### src/rtl/lvr_pkg.sv
package lvr_pkg;
  localparam int REG_BASE  = 2;
  localparam int REG_COUNT = 6;
  // Index into the per-register write-enable array (address minus REG_BASE).
  localparam int IX_CTRL = 0;
  localparam int IX_DHI  = 1;
  localparam int IX_DLO  = 2;
  localparam int IX_STAT = 3;
  localparam int IX_MODE = 4;
  localparam int IX_TIME = 5;
  localparam logic [5:0] TIME_RST = 6'h20;

  typedef struct packed {
    logic [2:0] mode;
    logic [1:0] pad;
    logic [2:0] presc;
  } mode_byte_t;
endpackage

### src/rtl/lvr_lane_sel.sv
module lvr_lane_sel #(
  parameter logic [7:0] TARGET = 8'h00
) (
  input  logic        wr_ok,
  input  logic        wr_two,
  input  logic [7:0]  addr,
  input  logic [15:0] wdata,
  output logic        hit,
  output logic [7:0]  byte_o
);
  logic [7:0] addr_nxt;
  logic       lane0, lane1;

  always_comb begin
    addr_nxt = addr + 8'd1;
    lane0    = wr_ok && (addr == TARGET);
    lane1    = wr_ok && wr_two && (addr_nxt == TARGET);
    hit      = lane0 || lane1;
    if (lane1)       byte_o = wdata[7:0];
    else if (wr_two) byte_o = wdata[15:8];
    else             byte_o = wdata[7:0];
  end
endmodule

### src/rtl/lvr_ready_timer.sv
module lvr_ready_timer #(
  parameter int OPR_CYCLES = 1000
) (
  input  logic clk,
  input  logic rst,
  input  logic restart,
  output logic ready
);
  localparam int CW = $clog2(OPR_CYCLES + 2);

  logic [CW-1:0] cnt;

  always_ff @(posedge clk) begin
    if (rst || restart) begin
      cnt   <= CW'(OPR_CYCLES);
      ready <= 1'b0;
    end else if (cnt != '0) begin
      cnt   <= cnt - 1'b1;
      ready <= (cnt == CW'(1));
    end
  end

  // Independent edge counter for checking the window length.
  logic [CW-1:0] chk_cnt;
  always_ff @(posedge clk) begin
    if (rst || restart)                  chk_cnt <= '0;
    else if (chk_cnt != CW'(OPR_CYCLES + 1)) chk_cnt <= chk_cnt + 1'b1;
  end

  assert_window_len_R2: assert property (@(posedge clk) disable iff (rst)
    $rose(ready) |-> chk_cnt == CW'(OPR_CYCLES));

  assert_fall_only_on_restart_R4: assert property (@(posedge clk) disable iff (rst)
    $fell(ready) |-> $past(restart));
endmodule

### src/rtl/lvr_dac_stage.sv
module lvr_dac_stage #(
  parameter int DAC_W = 10
) (
  input  logic             clk,
  input  logic             rst,
  input  logic             hi_we,
  input  logic [7:0]       hi_byte,
  input  logic             lo_we,
  input  logic [7:0]       lo_byte,
  input  logic             pd_next,
  output logic [DAC_W-9:0] hi_q,
  output logic [7:0]       lo_q,
  output logic [DAC_W-1:0] dac_o
);
  localparam int MSB_W = DAC_W - 8;

  logic [MSB_W-1:0] hi_next;
  logic [DAC_W-1:0] applied_q, applied_next;

  always_comb begin
    hi_next      = hi_we ? hi_byte[MSB_W-1:0] : hi_q;
    applied_next = lo_we ? {hi_next, lo_byte} : applied_q;
  end

  always_ff @(posedge clk) begin
    if (rst) begin
      hi_q      <= '0;
      lo_q      <= '0;
      applied_q <= '0;
      dac_o     <= '0;
    end else begin
      hi_q      <= hi_next;
      if (lo_we) lo_q <= lo_byte;
      applied_q <= applied_next;
      dac_o     <= pd_next ? '0 : applied_next;
    end
  end

  assert_hi_only_holds_code_R6: assert property (@(posedge clk) disable iff (rst)
    (hi_we && !lo_we) |=> $stable(applied_q));

  assert_lo_commits_R6: assert property (@(posedge clk) disable iff (rst)
    lo_we |=> applied_q[7:0] == $past(lo_byte));
endmodule

### src/rtl/lens_vcm_regbank.sv
module lens_vcm_regbank #(
  parameter int OPR_CYCLES = 1000,
  parameter int DAC_W      = 10
) (
  input  logic             clk,
  input  logic             rst,
  input  logic             wr_en,
  input  logic             wr_two,
  input  logic [7:0]       addr,
  input  logic [15:0]      wdata,
  input  logic             rd_en,
  output logic [7:0]       rdata,
  output logic             ready,
  output logic             power_down,
  output logic             ring_mode,
  output logic [DAC_W-1:0] dac_code,
  output logic [2:0]       aac_mode,
  output logic [2:0]       presc_sel,
  output logic [5:0]       aac_time
);
  import lvr_pkg::*;
  localparam int MSB_W = DAC_W - 8;

  logic                 wr_ok;
  logic [REG_COUNT-1:0] hit;
  logic [7:0]           byte_a [REG_COUNT];
  logic                 pd_next, restart;
  logic [MSB_W-1:0]     hi_q;
  logic [7:0]           lo_q;
  mode_byte_t           mode_in;

  assign wr_ok = wr_en && ready;

  for (genvar i = 0; i < REG_COUNT; i++) begin : g_lane
    lvr_lane_sel #(.TARGET(8'(REG_BASE + i))) u_sel (
      .wr_ok (wr_ok),
      .wr_two(wr_two),
      .addr  (addr),
      .wdata (wdata),
      .hit   (hit[i]),
      .byte_o(byte_a[i])
    );
  end

  always_comb begin
    pd_next = hit[IX_CTRL] ? byte_a[IX_CTRL][0] : power_down;
    restart = hit[IX_CTRL] && power_down && !byte_a[IX_CTRL][0];
    mode_in = mode_byte_t'(byte_a[IX_MODE]);
  end

  lvr_ready_timer #(.OPR_CYCLES(OPR_CYCLES)) u_timer (
    .clk    (clk),
    .rst    (rst),
    .restart(restart),
    .ready  (ready)
  );

  lvr_dac_stage #(.DAC_W(DAC_W)) u_dac (
    .clk    (clk),
    .rst    (rst),
    .hi_we  (hit[IX_DHI]),
    .hi_byte(byte_a[IX_DHI]),
    .lo_we  (hit[IX_DLO]),
    .lo_byte(byte_a[IX_DLO]),
    .pd_next(pd_next),
    .hi_q   (hi_q),
    .lo_q   (lo_q),
    .dac_o  (dac_code)
  );

  always_ff @(posedge clk) begin
    if (rst) begin
      power_down <= 1'b0;
      ring_mode  <= 1'b0;
      aac_mode   <= '0;
      presc_sel  <= '0;
      aac_time   <= TIME_RST;
    end else begin
      power_down <= pd_next;
      if (hit[IX_CTRL]) ring_mode <= byte_a[IX_CTRL][1];
      if (hit[IX_MODE]) begin
        aac_mode  <= mode_in.mode;
        presc_sel <= mode_in.presc;
      end
      if (hit[IX_TIME]) aac_time <= byte_a[IX_TIME][5:0];
    end
  end

  always_ff @(posedge clk) begin
    if (rst) begin
      rdata <= '0;
    end else if (rd_en) begin
      case (addr)
        8'h02:   rdata <= {6'b0, ring_mode, power_down};
        8'h03:   rdata <= 8'(hi_q);
        8'h04:   rdata <= lo_q;
        8'h05:   rdata <= {7'b0, !ready};
        8'h06:   rdata <= {aac_mode, 2'b0, presc_sel};
        8'h07:   rdata <= {2'b0, aac_time};
        default: rdata <= 8'h00;
      endcase
    end
  end

  assert_pd_zero_code_R8: assert property (@(posedge clk) disable iff (rst)
    power_down |-> dac_code == '0);

  assert_locked_writes_R3: assert property (@(posedge clk) disable iff (rst)
    (!ready && wr_en) |=> $stable(dac_code) && $stable(aac_time) &&
                          $stable(aac_mode) && $stable(power_down));

  assert_unmapped_read_R12: assert property (@(posedge clk) disable iff (rst)
    (rd_en && (addr < 8'h02 || addr > 8'h07)) |=> rdata == 8'h00);

  assert_status_readonly_R11: assert property (@(posedge clk) disable iff (rst)
    (hit[IX_STAT] && !hit[IX_CTRL] && !hit[IX_MODE]) |=> $stable(power_down) && $stable(aac_mode));
endmodule

### config.mk
export PLATFORM = sky130hd
export DESIGN_NAME = lens_vcm_regbank
export DESIGN_NICKNAME = d
export VERILOG_FILES = /design/src/rtl/lvr_pkg.sv /design/src/rtl/lvr_lane_sel.sv /design/src/rtl/lvr_ready_timer.sv /design/src/rtl/lvr_dac_stage.sv /design/src/rtl/lens_vcm_regbank.sv
export SDC_FILE = /design/constraint.sdc
export NUM_CORES = 1
export LEC_CHECK = 0
export BUFFER_PORTS_ARGS = -buffer_cell sky130_fd_sc_hd__buf_2
export CORE_AREA = 2 2 78 80
export CTS_CLUSTER_SIZE = 8
export DETAILED_ROUTE_END_ITERATION = 6
export DIE_AREA = 0 0 80 82
export HOLD_SLACK_MARGIN = 0.02
export PLACE_DENSITY = 0.84
export SKIP_LAST_GASP = 1
export SLEW_MARGIN = 20
export SYNTH_ARGS = -nofsm -noshare
export SYNTH_HDL_FRONTEND = slang
export SYNTH_HIERARCHICAL = 1
export SYNTH_SLANG_ARGS = --single-unit
### constraint.sdc
create_clock -name clk -period 7.64 [get_ports clk]
set_input_delay 1.146 -clock clk [delete_from_list [all_inputs] [get_ports clk]]
set_output_delay 1.146 -clock clk [all_outputs]
set_load 0.01 [all_outputs]
# After elaboration in Yosys (flattened, before gate mapping)
# Cells that the tools add are included.
dict set report word_totals {
  register_bits 63
  output_inout_bits 33
  elab_cells 60
}
dict set report op_classes {
  n_addsub 2
  n_eq_ne 12
  muxes 10
  n_reduce_logical 24
}
# cell count
set op_table {}
lappend op_table {{$eq A8 B3 Y1 const B} 7}
lappend op_table {{$pmux W8 S6} 1}
lappend op_table {{$eq A8 B2 Y1 const B} 4}
lappend op_table {{$mux W8} 3}
lappend op_table {{$logic_and A1 B1 Y1} 14}
lappend op_table {{$eq A10 B1 Y1 const B} 1}
lappend op_table {{$mux W10} 1}
lappend op_table {{$reduce_bool A10 Y1} 1}
lappend op_table {{$sub A10 B1 Y10 const B} 1}
lappend op_table {{$add A8 B1 Y8 const B} 1}
lappend op_table {{$logic_or A1 B1 Y1} 6}
lappend op_table {{$mux W2} 3}
lappend op_table {{$mux W6} 1}
lappend op_table {{$logic_not A1 Y1} 2}
lappend op_table {{$reduce_or A2 Y1} 1}
lappend op_table {{$mux W1} 1}

# Depth between registers and ports, before layout
dict set report logic_depth {
  word_depth 7
  depth_mapped 10
  mapped_depth_nobuf 9
}

# Modules after synthesis
# The synthesis kept the hierarchy.
# mod instances cells_each area_each_um2
set by_module_without_submodules {}
lappend by_module_without_submodules {lens_vcm_regbank 1 112 1074.8}
lappend by_module_without_submodules {lvr_dac_stage 1 95 979.7}
lappend by_module_without_submodules {lvr_ready_timer 1 61 546.8}
lappend by_module_without_submodules {{lvr_lane_sel (g_lane[4].u_sel)} 1 14 162.7}
lappend by_module_without_submodules {{lvr_lane_sel (g_lane[2].u_sel)} 1 14 156.4}
lappend by_module_without_submodules {{lvr_lane_sel (g_lane[0].u_sel)} 1 14 152.6}
lappend by_module_without_submodules {{lvr_lane_sel (g_lane[5].u_sel)} 1 13 145.1}
lappend by_module_without_submodules {{lvr_lane_sel (g_lane[1].u_sel)} 1 13 143.9}

# Least setup slack after synthesis
# Ideal clock, no wire load.
dict set report synth_timing {
  kind {input to register}
  startpoint {input port wr_en}
  endpoint {register u_dac.dac_o[8]}
  setup_time_ps 103
  t_arrival_ps 3300
  setup_slack_ps 4236
  stages 7
  n_path_buf 1
  path_cell_list {and2_1 > or4b_4 > o31ai_4 > mux2_2 > mux2_2 > clkbuf_1 > a2111oi_2}
}
# item line
set synth_lines {}
lappend synth_lines {{start, declared} lens_vcm_regbank.sv:7} ;# input logic wr_en,
lappend synth_lines {{end signal, assigned} lvr_dac_stage.sv:35} ;# dac_o <= pd_next ? '0 : applied_next;
lappend synth_lines {{end, declared} lvr_dac_stage.sv:13} ;# output logic [DAC_W-1:0] dac_o

==> flow_metrics.py <==
metrics = {
    "run_status": {
        "status": "finished, final reports clean",
    },
    "timing": {
        "slew_viol_final": 0,
        "layout_setup_ws_ns": 4.56,
        "maxSlewHeadroom": 0.393,
        "hold_ws_ns": 0.472,
        "clock_skew_ns": 0.00640,
        "setup_viol": 0,
        "worst_pin_slew_ns": 0.911,
        "tns_ns": 0,
        "hold_viol": 0,
        "rsz0062_at_grt": "false",
        "post-route-period-util": 0.404,
        "post-route-min-period_ns": 3.08,
        "max_freq_mhz": 324,
    },
    "pwr": {
        "power.total_mw": 0.649,
        "ir_drop_uv": 149,
        "leakage_nw": 1.39,
        "p_per_area_mw_per_mm2": 175,
    },
    "global_route": {
        "antenna_found_initial": 0,
        "grt_max_degree": 55,
        "grt_pass1_vias": 2574,
        "grt_util_all_layers": 0.230,
        "overflow": 0,
        "grt_pass1_wl_um": 11600,
    },
    "synth": {
        "yosysWarnings": 6,
        "avgSynthCellArea_um2": 9.94,
        "synth.cell_area_mm2": 0.00318,
        "synthCells": 320,
        "syn_nets": 351,
    },
    "hold_path": {
        "min_from": "rdata[2]$_SDFFE_PP0P_",
        "min_path_type": "reg -> reg",
    },
    "floorplanning": {
        "num_rows": 28,
        "initial_core_util": 0.554,
        "dieHeight_um": 82,
        "io_pins": 62,
        "die_width_um": 80,
        "dieArea_mm2": 0.00656,
        "coreArea_mm2": 0.00575,
    },
    "placed_design": {
        "place_ws_ns": 4.22,
        "port_buffers": 61,
        "place_congestion": 0.822,
        "place_hpwl_um": 5060,
        "place_inst": 442,
        "place_area_mm2": 0.00354,
    },
    "cells_and_area": {
        "syn_to_final_growth_pct": 16.6,
        "final_cells": 457,
        "final_common_cell": "dfxtp_1",
        "postLayoutCellArea_mm2": 0.00371,
        "fillerInstances": 460,
        "drive_gt1_frac": 0.338,
        "utilization": 0.645,
        "antenna_cells": 0,
        "final_nets": 409,
        "layout_common_cells": "63 x dfxtp_1, 61 x buf_2, 29 x nor2_1, 29 x nand2b_1, 28 x mux2_2",
    },
    "worst_setup_path": {
        "worst_setup_path_start_kind": "input port",
        "cp_max_fo": 11,
        "critPathRequiredTime_ns": 7.86,
        "rr_startpoint": "u_timer/ready$_SDFFE_PP0P_",
        "crit_path_start": "wr_en",
        "critical_path_class": "in -> reg",
        "end_kind": "flip-flop",
        "arrival_ns": 3.30,
    },
    "routing": {
        "vias": 2615,
        "wirelength_um": 7240,
        "vias_per_cell": 5.72,
        "antenna_left": 0,
        "dr.pass1.iters": 5,
        "remaining_drc_errors": 0,
        "post_drt_wl_per_cell_um": 15.8,
        "drt_iter0_markers": 88,
    },
    "clock_tree": {
        "clockBufferDepth": 2,
        "postCtsSetupBuffers": 0,
        "cts_buffers": 9,
        "clkSlewWorstSetupHoldPaths_ns": 0.07,
        "cts-root-buf": "clkbuf_8",
        "ctsResizeCount": 0,
        "htree_levels": 3,
        "cts_tree": "yes",
        "clk_latency_ns": 0.34,
        "cts_sinks": 63,
        "cts_hold_buf": 0,
    },
    "job": {
        "cap_violations": 0,
    },
}
## report_power, final
part	total, mW	switching (mW)	internal [mW]
Sequential	0.338	0.00581	0.332
Clock	0.247	0.124	0.123
Combinational	0.0642	0.0357	0.0285
## worst paths after layout
kind                                    end  slack [ns]  cells after the start
hold / removal        rdata[2]$_SDFFE_PP0P_        0.47                      2
setup / recovery  u_dac/dac_o[9]$_SDFF_PP0_        4.56                      7
hold reg to reg       rdata[2]$_SDFFE_PP0P_        0.47                      2
setup reg to reg  u_dac/dac_o[9]$_SDFF_PP0_        5.01                      6
## layout make-up
type,count,area [um2],area share
sequential,63,1260,0.340
clock inverter,4,22.5,0.00607
inverter,4,15.0,0.00405
tap,75,93.8,0.0253
multi-input combinational,237,1850,0.500
clock buffer,11,141,0.0381
timing repair buffer,63,320,0.0864
## state kept, by name, indices dropped and copies added, names as in the netlist
signal	count
power_down	1
presc_sel	3
u_dac/hi_q	2
rdata	8
u_dac/lo_q	8
aac_mode	3
ring_mode	1
u_timer/cnt	10
aac_time	6
u_dac/applied_q	10
u_timer/ready	1
u_dac/dac_o	10
## routing by layer
layer / up-vias / track usage / wire length, um
met5: - / 0 / 0
met4: 0 / 0.134 / 159
met3: 15 / 0.0736 / 424
met2: 81 / 0.365 / 3580
met1: 1231 / 0.275 / 3070
li1: 1288 / - / -
## critical path: stages
cell	delay, ns
buf_2	0.07
and2_1	0.17
or4b_4	0.51
o31ai_4	0.29
mux2_2	0.38
mux2_2	0.39
a2111oi_2	0.35
Power figures use the tool's default switching activity.
